--- src/rtl/flo_pkg.sv ---
package flo_pkg;

    typedef enum logic [1:0] {
        SLOT_EMPTY_LO = 2'd0,
        SLOT_EMPTY_HI = 2'd1,
        SLOT_FULL_LO  = 2'd2,
        SLOT_FULL_HI  = 2'd3
    } slot_e;

    localparam int          BYTE_W  = 8;
    localparam int          N_SLOTS = 4;
    localparam logic [7:0]  DEF_LO  = 8'h07;
    localparam logic [7:0]  DEF_HI  = 8'h00;

endpackage

--- src/rtl/flo_slot_seq.sv ---
module flo_slot_seq
    import flo_pkg::*;
(
    input  logic               clk,
    input  logic               rst_n,
    input  logic               cfg_load_n,
    input  logic               wr_en_n,
    input  logic               dual_wen_sel,
    output logic [N_SLOTS-1:0] wr_sel,
    output logic               prog_mode
);

    slot_e slot_q;
    slot_e slot_d;
    logic  load_fire;

    // mode is captured only while reset is held
    always_ff @(posedge clk) begin
        if (!rst_n) begin
            prog_mode <= ~dual_wen_sel;
        end
    end

    assign load_fire = rst_n && prog_mode && !cfg_load_n && !wr_en_n;

    // state register
    always_ff @(posedge clk) begin
        if (!rst_n) begin
            slot_q <= SLOT_EMPTY_LO;
        end else begin
            slot_q <= slot_d;
        end
    end

    // transitions: advance on a qualified load, hold otherwise
    always_comb begin
        slot_d = slot_q;
        if (load_fire) begin
            unique case (slot_q)
                SLOT_EMPTY_LO: slot_d = SLOT_EMPTY_HI;
                SLOT_EMPTY_HI: slot_d = SLOT_FULL_LO;
                SLOT_FULL_LO:  slot_d = SLOT_FULL_HI;
                SLOT_FULL_HI:  slot_d = SLOT_EMPTY_LO;
            endcase
        end
    end

    // outputs: one write select per slot
    always_comb begin
        wr_sel = '0;
        if (load_fire) begin
            unique case (slot_q)
                SLOT_EMPTY_LO: wr_sel[0] = 1'b1;
                SLOT_EMPTY_HI: wr_sel[1] = 1'b1;
                SLOT_FULL_LO:  wr_sel[2] = 1'b1;
                SLOT_FULL_HI:  wr_sel[3] = 1'b1;
            endcase
        end
    end

    AST_ONE_TARGET: assert property (@(posedge clk) disable iff (!rst_n)
        $onehot0(wr_sel)) else $error("more than one slot selected");
    AST_FIRST_STEP: assert property (@(posedge clk) disable iff (!rst_n)
        (load_fire && slot_q == SLOT_EMPTY_LO) |=> (slot_q == SLOT_EMPTY_HI)) else $error("bad step");
    AST_WRAP_TO_START: assert property (@(posedge clk) disable iff (!rst_n)
        (load_fire && slot_q == SLOT_FULL_HI) |=> (slot_q == SLOT_EMPTY_LO)) else $error("no wrap");
    AST_SLOT_HOLD: assert property (@(posedge clk) disable iff (!rst_n)
        (cfg_load_n || wr_en_n) |=> $stable(slot_q)) else $error("pointer moved");

endmodule

--- src/rtl/flo_offset_bank.sv ---
module flo_offset_bank
    import flo_pkg::*;
#(
    parameter int AW = 6
) (
    input  logic               clk,
    input  logic               rst_n,
    input  logic [N_SLOTS-1:0] wr_sel,
    input  logic [BYTE_W-1:0]  prog_data,
    output logic [AW-1:0]      empty_off,
    output logic [AW-1:0]      full_off
);

    logic [BYTE_W-1:0] bytes_q [N_SLOTS];

    for (genvar i = 0; i < N_SLOTS; i++) begin : g_byte
        localparam logic [BYTE_W-1:0] RST_VAL = (i % 2 == 0) ? DEF_LO : DEF_HI;
        always_ff @(posedge clk) begin
            if (!rst_n) begin
                bytes_q[i] <= RST_VAL;
            end else if (wr_sel[i]) begin
                bytes_q[i] <= prog_data;
            end
        end
    end

    if (AW > BYTE_W) begin : g_wide
        assign empty_off = {bytes_q[1][AW-BYTE_W-1:0], bytes_q[0]};
        assign full_off  = {bytes_q[3][AW-BYTE_W-1:0], bytes_q[2]};
    end else begin : g_narrow
        assign empty_off = bytes_q[0][AW-1:0];
        assign full_off  = bytes_q[2][AW-1:0];
    end

    AST_WRITE_LANDS: assert property (@(posedge clk) disable iff (!rst_n)
        wr_sel[0] |=> (bytes_q[0] == $past(prog_data))) else $error("byte lost");

endmodule

--- src/rtl/flag_offset_loader.sv ---
module flag_offset_loader
    import flo_pkg::*;
#(
    parameter int DEPTH = 64
) (
    input  logic                     clk,
    input  logic                     rst_n,
    input  logic                     cfg_load_n,
    input  logic                     wr_en_n,
    input  logic                     dual_wen_sel,
    input  logic [7:0]               prog_data,
    output logic [$clog2(DEPTH)-1:0] empty_offset,
    output logic [$clog2(DEPTH)-1:0] full_offset
);

    localparam int            AW      = $clog2(DEPTH);
    localparam logic [AW-1:0] DEF_OFF = AW'(7);

    logic [N_SLOTS-1:0] wr_sel;
    logic               prog_mode;

    flo_slot_seq u_seq (
        .clk          (clk),
        .rst_n        (rst_n),
        .cfg_load_n   (cfg_load_n),
        .wr_en_n      (wr_en_n),
        .dual_wen_sel (dual_wen_sel),
        .wr_sel       (wr_sel),
        .prog_mode    (prog_mode)
    );

    flo_offset_bank #(.AW(AW)) u_bank (
        .clk       (clk),
        .rst_n     (rst_n),
        .wr_sel    (wr_sel),
        .prog_data (prog_data),
        .empty_off (empty_offset),
        .full_off  (full_offset)
    );

    AST_IDLE_HOLDS: assert property (@(posedge clk) disable iff (!rst_n)
        (cfg_load_n || wr_en_n) |=> ($stable(empty_offset) && $stable(full_offset)))
        else $error("offset changed without load");
    AST_DUAL_DEFAULTS: assert property (@(posedge clk) disable iff (!rst_n)
        !prog_mode |-> (empty_offset == DEF_OFF && full_offset == DEF_OFF))
        else $error("offset moved in dual mode");

endmodule

--- config.mk ---
export PLATFORM = sky130hd
export DESIGN_NAME = flag_offset_loader
export DESIGN_NICKNAME = d
export VERILOG_FILES = /design/src/rtl/flo_pkg.sv /design/src/rtl/flo_slot_seq.sv /design/src/rtl/flo_offset_bank.sv /design/src/rtl/flag_offset_loader.sv
export SDC_FILE = /design/constraint.sdc
export NUM_CORES = 1
export LEC_CHECK = 0
export BUFFER_PORTS_ARGS = -buffer_cell sky130_fd_sc_hd__buf_2
export CAP_MARGIN = 20
export CORE_MARGIN = 1.5
export CORE_UTILIZATION = 41
export DETAILED_ROUTE_END_ITERATION = 16
export GPL_TIMING_DRIVEN = 0
export PLACE_DENSITY = 0.71
export SLEW_MARGIN = 15
export SYNTH_ARGS = -nofsm -noshare
export SYNTH_HDL_FRONTEND = slang
export SYNTH_SLANG_ARGS = --single-unit
--- constraint.sdc ---
create_clock -name clk -period 1.3 [get_ports clk]
set_input_delay 0.13 -clock clk [delete_from_list [all_inputs] [get_ports clk]]
set_output_delay 0.13 -clock clk [all_outputs]
set_load 0.02 [all_outputs]
Word-level counts from Yosys, hierarchy flattened
Memory sizes are Yosys's and may differ from the RTL's.
Cells that the tools add are included.
- logic and storage cells: 40
- memories kept: 1
- bits of input ports: 13
- bits in writable memories: 32
- register bits after elaboration: 3
- output and inout port bits: 12
- multiplexer cells: 23
- equal/unequal tests: 3
- reductions and logical operators: 6
- bitwise logic cells: 5
- memory list (name ; words ; bits a word ; read ports ; clocked after memory_dff ; wr ports ; line ; RTL):
    u_bank.bytes_q ; 4 ; 8 ; 2 ; 0 ; 4 ; flo_offset_bank.sv:14 ; logic [BYTE_W-1:0] bytes_q [N_SLOTS];
- operators by type and width (operator ; number):
    $mux 8 ; 4
    $mux 1 ; 17
    $pmux 2 s4 ; 1
    $eq 2x2->1 const B ; 2
    $mux 4 ; 1
    $or 1x1->1 ; 4
    $logic_and 1x1->1 ; 3
    $eq 2x1->1 const B ; 1
    $logic_not 1->1 ; 2
    $logic_not 2->1 ; 1
    $not 1->1 ; 1

Depth between registers and ports, before layout
Gate-level depths: netlist of run 1.
- depth after elaboration: 8
- depth in mapped cells: 4
- depth with buffers taken out: 4

Modules after synthesis
A second synthesis of run 1 with hierarchy kept.
- cells, all modules: 50
- area total of the unflattened synthesis: 693.2 um^2
- modules (own cells, without submodules) (module ; seq. area each (um^2) ; area each (um^2) ; times used ; cells each):
    flo_offset_bank ; 360.3 ; 469.2 ; 1 ; 27
    flo_slot_seq ; 70.1 ; 224.0 ; 1 ; 23

Least setup slack after synthesis of run 1
No wires, ideal clock.
- path type: register -> register
- from: register u_seq.prog_mode
- to: memory u_bank.bytes_q[0][0], data pin
- setup time: 265 ps
- clock period less this slack: 1362 ps
- cell stages (with the launch flop): 4
- data required time: 1035 ps
- data arrival time: 1097 ps
- path slack: -62 ps
- buffers on the path: 1
- cell sequence: edfxtp_1 or3b_1 buf_2 or3_1
- RTL lines (item ; line ; RTL):
    start: declaration ; flo_slot_seq.sv:10 ; output logic prog_mode
    start signal: assignment ; flo_slot_seq.sv:20 ; prog_mode <= ~dual_wen_sel;
    end: declaration ; flo_offset_bank.sv:14 ;

==> results.yml, run 1 <==
status:
  outcome: "finished with violations"
  failed_checks: "negative setup slack"
synth:
  netlist.area_leader.share: 0.5920
  synth_top_family_by_area: "simple AND/OR/NAND/NOR gates"
  synth-xor-area-share: 0
  syn-num-nets: 66
  synth-warning-count: 0
  ys_types: 15
  ys_seq_elements: 15
  synth_cells: 50
  avgSynthCellArea_sq_um: 13.19
  synth_compound_area_frac: 0.03036
  netlist_top_cells_area: "edfxtp_1 59%, dfxtp_1 6.1%, and3_1 5.7%"
  synth_mux_area_frac: 0.03036
  synth_adder_area_share: 0.05693
  yosysTopAreaCell: "edfxtp_1"
  synthSimpleGateAreaFrac: 0.1935
  netlist_area_sq_um: 659.4
  ys_seq_area_frac: 0.6528
global_route:
  grt_overflow: 0
  grt_pass1_wl_um: 1904
  antenna_found_initial: 0
  grt_usage: 0.1434
  grt_pass1_vias: 443
  grt_max_degree: 10
detailed_routing:
  drt_iter0_markers: 7
  vias: 453
  via_per_inst: 4.871
  routedWlPerCell_um: 11.75
  routed_wl_um: 1093
  detail-route-antenna-nets: 0
  drt_pass1_iterations: 4
  drc: 0
worst_setup_path:
  worst-setup-path-type: "flip-flop to flip-flop"
  critPathRequiredTime_ns: 1.34
  end_kind: "flip-flop"
  critPathLaunch: "u_seq.prog_mode"
  crit_fanout: 7
  worstReg2RegStart: "u_seq.prog_mode"
  r2r_end: "u_bank.bytes_q[2][1]"
  start_kind: "flip-flop"
  arrival_ns: 1.44
  r2r_setup_slack_ns: -0.1
  rr_worst_depth: 2
  endpoint: "u_bank.bytes_q[2][1]"
floorplanning:
  core-area_sq_um: 1506
  die_w_um: 43.10
  die_area_sq_um: 1858
  die_h_um: 43.10
  rows: 14
  start_util: 0.4377
  num_io_pins: 25
clock_tree:
  clock_latency_ns: 0.29
  cts_tree: "yes"
  cts.sinks: 15
  cts_made_buffers: 3
  cts-hold-fix-buffers: 0
  max-clock-path-buffers: 2
  clock_tree.root_cell: "clkbuf_4"
  cts.clk_slew.worst_paths_ns: 0.09
  htree_num_levels: 1
timing:
  worstMarginPinSlew_ns: 0.2880
  fin_skew_ns: 0.005035
  maxSlewHeadroom: 0.8080
  rsz0062_at_grt: "yes"
  final.setup.tns_ns: -0.4966
  period_share: 1.073
  hold_viol_final: 0
  fin_ws_ns: -0.09522
  fmax_ghz: 0.7167
  report.final.slew_viol_count: 0
  setup_viol_count_final: 6
  period_needed_ns: 1.395
finish:
  multi_input_area_sq_um: 222.7
  drive_gt1_frac: 0.4286
  fin_util: 0.5623
  nFillCells: 138
  fin_nets: 94
  final-seq-area_sq_um: 430.4
  antennaDiodeCount: 0
  syn2layout_area_growth_pct: 28.46
min_path:
  hp-class: "primary input to flip-flop"
placed_design:
  place_congestion: 0.7202
  dpl.hpwl_um: 804.2
  io_buffers: 21
  dpl_worst_slack_ns: -0.1375
run:
  max_cap_violations: 0
power:
  p_per_area_nw_per_um2: 1074
  peakVddDrop_mv: 0.4496
  finalPower_w: 0.0009095
  power_leakage_nw: 0.3600
worst min-delay path by stage:
stage,start,endpoint,slack [ns],cells past startpoint
2_1_floorplan,dual_wen_sel,u_seq.prog_mode,0.26,1
3_3_place_gp,dual_wen_sel,u_seq.prog_mode,0.37,2
3_5_place_dp,dual_wen_sel,u_seq.prog_mode,0.37,2
4_1_cts,dual_wen_sel,u_seq.prog_mode,0.07,2
5_1_grt,dual_wen_sel,u_seq.prog_mode,0.06,2
6_report,dual_wen_sel,u_seq.prog_mode,0.07,2
kinds of logic after synthesis:
kind of cell	after synthesis
muxes	2
AOI/OAI and AO/OA	3
buffers and inverters	6
DFF	15
and+or+nand+nor	21
adders and majority gates	3
layer usage:
| metal | up-vias | GRT usage | routed length [um] |
|---|---|---|---|
| li1 | 232 | - | - |
| met5 | - | 0 | 0 |
| met4 | 0 | 0.07273 | 34 |
| met1 | 200 | 0.1726 | 462 |
| met2 | 15 | 0.2328 | 533 |
| met3 | 6 | 0.03830 | 63 |
Yosys cell counts:
cell / number
a21o_1: 2
and2_1: 2
and3_1: 6
buf_2: 1
clkbuf_1: 1
dfxtp_1: 2
edfxtp_1: 13
ha_1: 3
inv_1: 4
mux2i_1: 2
nand2_1: 5
nor3b_2: 1
o21ai_0: 1
or3_1: 6
or3b_1: 1
worst max-delay path, stage by stage, from the launching register on:
cell and delay [ns]:
edfxtp_1 0.36, or3b_4 0.42, or3_1 0.37
final cells by class:
type	instances	area share
well taps	16	0.02363
multi-input cells	29	0.2629
clock buffers	3	0.02659
inverters	4	0.01773
clock inverters	1	0.005908
plain buffers	1	0.004431
repair buffers	24	0.1507
flip-flops and latches	15	0.5081
placed cells by master (no fill, tap or decap), types with 2 or more instances in the layout:
cell type,count
clkbuf_4,3
and3_1,6
edfxtp_1,13
buf_2,21
nand2_1,5
inv_1,4
ha_1,2
dfxtp_1,2
mux2i_1,2
buf_4,3
or3_1,5
and2_1,2
power breakdown:
group          switching (W)  leakage [nW]  internal, W
logic              0.0000558         0.211    0.0000412
clock network       0.000156        0.0177     0.000115
registers         0.00000457         0.131     0.000538
per-stage QoR:
| stage | instance area (sq um) | std cells | hold WS, ns |
|---|---|---|---|
| 2_1_floorplan | 659.4 | 50 | 0.2615 |
| 3_3_place_gp | 784.5 | 87 | 0.3654 |
| 3_5_place_dp | 784.5 | 87 | 0.3701 |
| 4_1_cts | 839.6 | 93 | 0.06660 |
| 5_1_grt | 847.1 | 93 | 0.06099 |
| 6_report | 847.1 | 93 | 0.06875 |
registers in the layout, summed over array words and instances, names as in the netlist:
signal           cells
u_bank.bytes_q      12
u_seq.slot_q         2
u_seq.prog_mode      1
what timing repair did:
action | in CTS | in global routing
gates resized for setup | 3 | 2
pin swaps | 1 | 1
endpoints found under the setup margin | 18 | 9
setup buffers | 3 | 0
Power figures use the tool's default switching activity.
==> run 2: changes to the inputs <==
CORE_UTILIZATION = 42   (was 41)
PLACE_DENSITY = 0.72   (was 0.71)
SYNTH_HIERARCHICAL = 1   (was unset)
==> run 2 against run 1 <==
- the flow now finishes without violations
- area after synthesis shrank 0.57%
- maximum frequency grew 9.9%
- flip-flop and latch count is the same
- global-route usage shrank 1.7 points
- clock-buffer cell count grew 1
- core utilization grew 1.7 points
- critical path depth grew 2
- sequential share of layout area shrank 0.59 points
- cell area grew 1.8%
- highest routed layer unchanged
==> results.yml, run 2 <==
clock_tree:
  cts.sinks: 15
  cts.clk_slew.worst_paths_ns: 0.09
  clock_latency_ns: 0.27
  cts-hold-fix-buffers: 0
  clock_tree.root_cell: "clkbuf_4"
  cts_tree: "yes"
  htree_num_levels: 1
  max-clock-path-buffers: 2
  cts_made_buffers: 3
floorplanning:
  die_h_um: 42.51
  rows: 14
  core-area_sq_um: 1489
  die_w_um: 42.51
  num_io_pins: 25
  start_util: 0.4403
  die_area_sq_um: 1807
placed_design:
  postPlaceCellArea_sq_um: 793.3
  place_congestion: 0.6665
  dpl_worst_slack_ns: -0.04805
  dpl.hpwl_um: 804.7
  io_buffers: 22
detailed_routing:
  routed_wl_um: 1088
  drc: 0
  drt_pass1_iterations: 3
  via_per_inst: 4.924
  vias: 453
  drt_iter0_markers: 7
  detail-route-antenna-nets: 0
  routedWlPerCell_um: 11.83
timing:
  fin_skew_ns: 0.001657
  final.setup.tns_ns: 0
  fmax_ghz: 0.7876
  period_needed_ns: 1.270
  hold_viol_final: 0
  maxSlewHeadroom: 0.9196
  setup_viol_count_final: 0
  rsz0062_at_grt: "yes"
  report.final.slew_viol_count: 0
  fin_ws_ns: 0.03028
  period_share: 0.9767
  worstMarginPinSlew_ns: 0.1173
power:
  power_switching_w: 0.0001900
  seq_power_share: 0.610
  power_leakage_nw: 0.3626
  peakVddDrop_mv: 0.5591
  p_per_area_nw_per_um2: 1028
  switching_share: 0.2144
  p_clk_frac: 0.290
  internal_power_w: 0.0006964
  p_comb_frac: 0.099
synth:
  synth_cells: 46
  synth-warning-count: 6
  netlist_area_sq_um: 655.6
  avgSynthCellArea_sq_um: 14.25
  syn-num-nets: 62
global_route:
  grt_pass1_wl_um: 1628
  grt_max_degree: 11
  grt_usage: 0.1267
  antenna_found_initial: 0
  grt_overflow: 0
  grt_pass1_vias: 428
worst_setup_path:
  critPathRequiredTime_ns: 1.33
  end_kind: "flip-flop"
  arrival_ns: 1.30
  worst-setup-path-type: "flip-flop to flip-flop"
  crit_fanout: 6
  start_kind: "flip-flop"
status:
  outcome: "completed"
finish:
  fin_nets: 93
  reg.largest.list: "u_bank/bytes_q (12), u_seq/slot_q (2), u_seq/prog_mode (1)"
  final_common_cell: "buf_2"
  antennaDiodeCount: 0
  nFillCells: 125
  syn2layout_area_growth_pct: 31.49
  top_register: "u_bank/bytes_q"
  largest_reg_flops: 12
  layout_common_cells: "22 x buf_2, 13 x edfxtp_1, 6 x and3_1, 6 x nand3b_1, 5 x inv_1"
  stdcell_area_sq_um: 862.1
  drive_gt1_frac: 0.5132
run:
  max_cap_violations: 0
min_path:
  hp-class: "primary input to flip-flop"
[run 2: area by class of cell]
type | count | area (sq um) | area share
Inverter | 5 | 18.77 | 0.02177
Clock buffer | 4 | 26.28 | 0.03048
Multi-Input combinational cell | 25 | 212.7 | 0.2467
Timing Repair Buffer | 26 | 140.1 | 0.1626
Tap cell | 16 | 20.02 | 0.02322
Buffer | 1 | 11.26 | 0.01306
Sequential cell | 15 | 432.9 | 0.5022
[run 2: layer usage]
metal,vias to the layer above,GRT usage,share of wire
met4,0,0.07500,0.0074
met1,213,0.1257,0.41
met2,15,0.2308,0.52
li1,223,-,-
met5,-,0,0
met3,2,0.03448,0.057
[run 2: critical path, cell delays in order (launching register included)]
cell,delay [ns]
dfxtp_2,0.33
inv_1,0.06
ha_2,0.19
and2_4,0.17
or2b_4,0.28
[run 2: power by group through the flow]
stage,Combinational [W],Sequential (W),Clock [W]
after floorplan,0.0000361,0.000565,0
after global placement,0.0000820,0.000551,0
after detailed placement,0.0000840,0.000552,0
after CTS,0.0000877,0.000541,0.000270
after global routing,0.0000968,0.000542,0.000287
final,0.0000882,0.000541,0.000257
[run 2: repair_timing]
item,4_1_cts,5_1_grt
cloned,0,0
setup buffers,2,2
pin swaps,0,2
hold endpoints to repair,0,0
endpoints found under the setup margin,12,12
gates resized for setup,5,3
[run 2: path summary, 6_finish.rpt]
check	start	end	slack, ns	cells past startpoint
worst max-delay path	u_seq/slot_q[0]	u_bank/bytes_q[2][2]	0.03	4
worst min-delay path	dual_wen_sel	u_seq/prog_mode	0.08	2
worst max register to register	u_seq/slot_q[0]	u_bank/bytes_q[2][2]	0.03	4
worst min register to register	u_seq/slot_q[0]	u_seq/slot_q[0]	0.46	2
[run 2: stage by stage]
stage,hold WS (ns),total power [W],util,cells
finish,0.08446,0.0008864,0.5790,92
global route,0.07638,0.0009259,0.5790,92
CTS,0.07454,0.0008991,0.5647,90
detailed placement,0.3683,0.0006356,0.5328,84
global placement,0.3651,0.0006326,0.5328,84
floorplan,0.2615,0.0006013,-,46
==> run 3: changes to the inputs <==
CORE_UTILIZATION = 46   (was 42)
PLACE_DENSITY = 0.75   (was 0.72)
clock period = 1.2 ns   (was 1.3 ns; I/O delays follow)
==> run 3 against run 2 <==
- clock-buffer cell count fell by 1
- worst hold slack lost 0.023 ns
- the flow now finishes with violations (negative setup slack)
- sequential share of layout area shrank 0.58 points
- flip-flop and latch count did not move
- highest routed layer unchanged
- total power rose by 9.9%
==> results.yml, run 3 (synthesis results as in run 2) <==
status:
  outcome: "finished with violations"
  failed_checks: "negative setup slack"
global_route:
  grt_overflow: 0
  antenna_found_initial: 0
  grt_pass1_vias: 394
  grt_pass1_wl_um: 1573
  grt_usage: 0.1505
  grt_max_degree: 11
power:
  power_leakage_nw: 0.3700
  p_per_area_nw_per_um2: 1117
  peakVddDrop_mv: 0.7141
  finalPower_w: 0.0009740
detailed_routing:
  via_per_inst: 4.978
  detail-route-antenna-nets: 0
  vias: 458
  routedWlPerCell_um: 12.07
  drt_pass1_iterations: 4
  routed_wl_um: 1110
  drt_iter0_markers: 13
  drc: 0
clock_tree:
  cts.clk_slew.worst_paths_ns: 0.09
  cts_tree: "yes"
  clock_tree.root_cell: "clkbuf_4"
  cts.sinks: 15
  clock_latency_ns: 0.29
  max-clock-path-buffers: 2
  cts-hold-fix-buffers: 0
  cts_made_buffers: 3
  htree_num_levels: 1
timing:
  report.final.slew_viol_count: 0
  period_share: 1.056
  fin_ws_ns: -0.06700
  setup_viol_count_final: 15
  maxSlewHeadroom: 0.8928
  worstMarginPinSlew_ns: 0.1607
  fin_skew_ns: 0.005074
  rsz0062_at_grt: "yes"
  period_needed_ns: 1.267
  hold_viol_final: 0
  fmax_ghz: 0.7893
finish:
  stdcell_area_sq_um: 872.1
  drive_gt1_frac: 0.5584
  final_common_cell: "buf_2"
  top_register: "u_bank/bytes_q"
  layout_common_cells: "22 x buf_2, 13 x edfxtp_1, 6 x nand3b_1"
  fin_nets: 94
  nFillCells: 97
  antennaDiodeCount: 0
  fin_util: 0.6619
  stdcell_count: 92
  reg.largest.list: "u_bank/bytes_q (12), u_seq/slot_q (2), u_seq/prog_mode (1)"
  largest_reg_flops: 12
  syn2layout_area_growth_pct: 33.02
floorplanning:
  die_h_um: 40.75
  num_io_pins: 25
  die_w_um: 40.75
  core-area_sq_um: 1318
  die_area_sq_um: 1661
  start_util: 0.4976
  rows: 13
worst_setup_path:
  endpoint: "u_bank/bytes_q[2][3]"
  r2r_end: "u_bank/bytes_q[2][3]"
  worst-setup-path-type: "flip-flop to flip-flop"
  start_kind: "flip-flop"
  cpPeakStageDelay_ns: 0.37
  worstReg2RegStart: "u_seq/prog_mode"
  critPathRequiredTime_ns: 1.25
  crit_chain: "and4bb_4 -> and2_4 -> or2b_4"
  arrival_ns: 1.31
  end_kind: "flip-flop"
  critPathLaunch: "u_seq/prog_mode"
  r2r_setup_slack_ns: -0.07
  rr_worst_depth: 3
  crit_fanout: 6
  slowest_stage: "edfxtp_1"
placed_design:
  place_congestion: 0.7139
  postPlaceCellArea_sq_um: 800.8
  io_buffers: 22
  dp.cells: 83
  dpl.hpwl_um: 820.4
  dpl_worst_slack_ns: -0.08257
run:
  max_cap_violations: 0
min_path:
  hp-class: "primary input to flip-flop"
  hold_depth: 2
==> run 3: cell types whose count changed in the layout (fill, tap and decap cells not counted), sizes merged <==
cell    before  now
buf         27   28
clkinv       0    1
clkbuf       4    3
==> run 3: area by class of cell <==
cell class / count / area [sq um] / share of cell area
Buffer: 1 / 11.26 / 0.01291
Clock buffer: 3 / 22.52 / 0.02582
Clock inverter: 1 / 5.005 / 0.005739
Inverter: 5 / 18.77 / 0.02152
Multi-Input combinational cell: 25 / 215.2 / 0.2468
Sequential cell: 15 / 432.9 / 0.4964
Tap cell: 15 / 18.77 / 0.02152
Timing Repair Buffer: 27 / 147.6 / 0.1693
==> run 3: power by group <==
group	internal, W	total (W)	leakage (nW)	switching [W]
Clock	0.000124	0.000289	0.0177	0.000165
Combinational	0.0000453	0.0000985	0.220	0.0000532
Sequential	0.000582	0.000587	0.132	0.00000505
Total	0.000751	0.000974	0.370	0.000223
==> run 3: worst min-delay path by stage <==
stage / from / slack, ns / end
after CTS: dual_wen_sel / 0.06 / u_seq/prog_mode
after detailed placement: dual_wen_sel / 0.36 / u_seq/prog_mode
final: dual_wen_sel / 0.06 / u_seq/prog_mode
after floorplan: dual_wen_sel / 0.25 / u_seq/prog_mode
after global routing: dual_wen_sel / 0.06 / u_seq/prog_mode
after global placement: dual_wen_sel / 0.35 / u_seq/prog_mode
==> run 3: stage by stage <==
| step | hold WS [ns] | TNS, ns |
|---|---|---|
| after floorplan | 0.2515 | -0.3992 |
| after detailed placement | 0.3574 | -0.9875 |
| after global placement | 0.3536 | -0.7543 |
| after global routing | 0.05785 | -1.724 |
| final | 0.06105 | -0.8946 |
| after CTS | 0.05975 | -0.8085 |
==> run 3: per-layer routing <==
layer | GRT usage | routed length (um) | vias up
met5 | 0 | 0 | -
met3 | 0.03261 | 62 | 2
met2 | 0.2619 | 550 | 18
li1 | - | - | 226
met1 | 0.1725 | 478 | 212
met4 | 0.07500 | 19 | 0
==> run 3: what timing repair did <==
item / in CTS / in global routing
pin swaps: 0 / 0
endpoints found under the setup margin: 12 / 21
hold endpoints to repair: 0 / 0
gates resized for setup: 2 / 1
buffers inserted: 5 / 0
==> run 3: critical path: cells and delay by family (launching register included) <==
kind | cells | cell delay [ns]
DFF | 1 | 0.37
and+or+nand+nor | 3 | 0.66
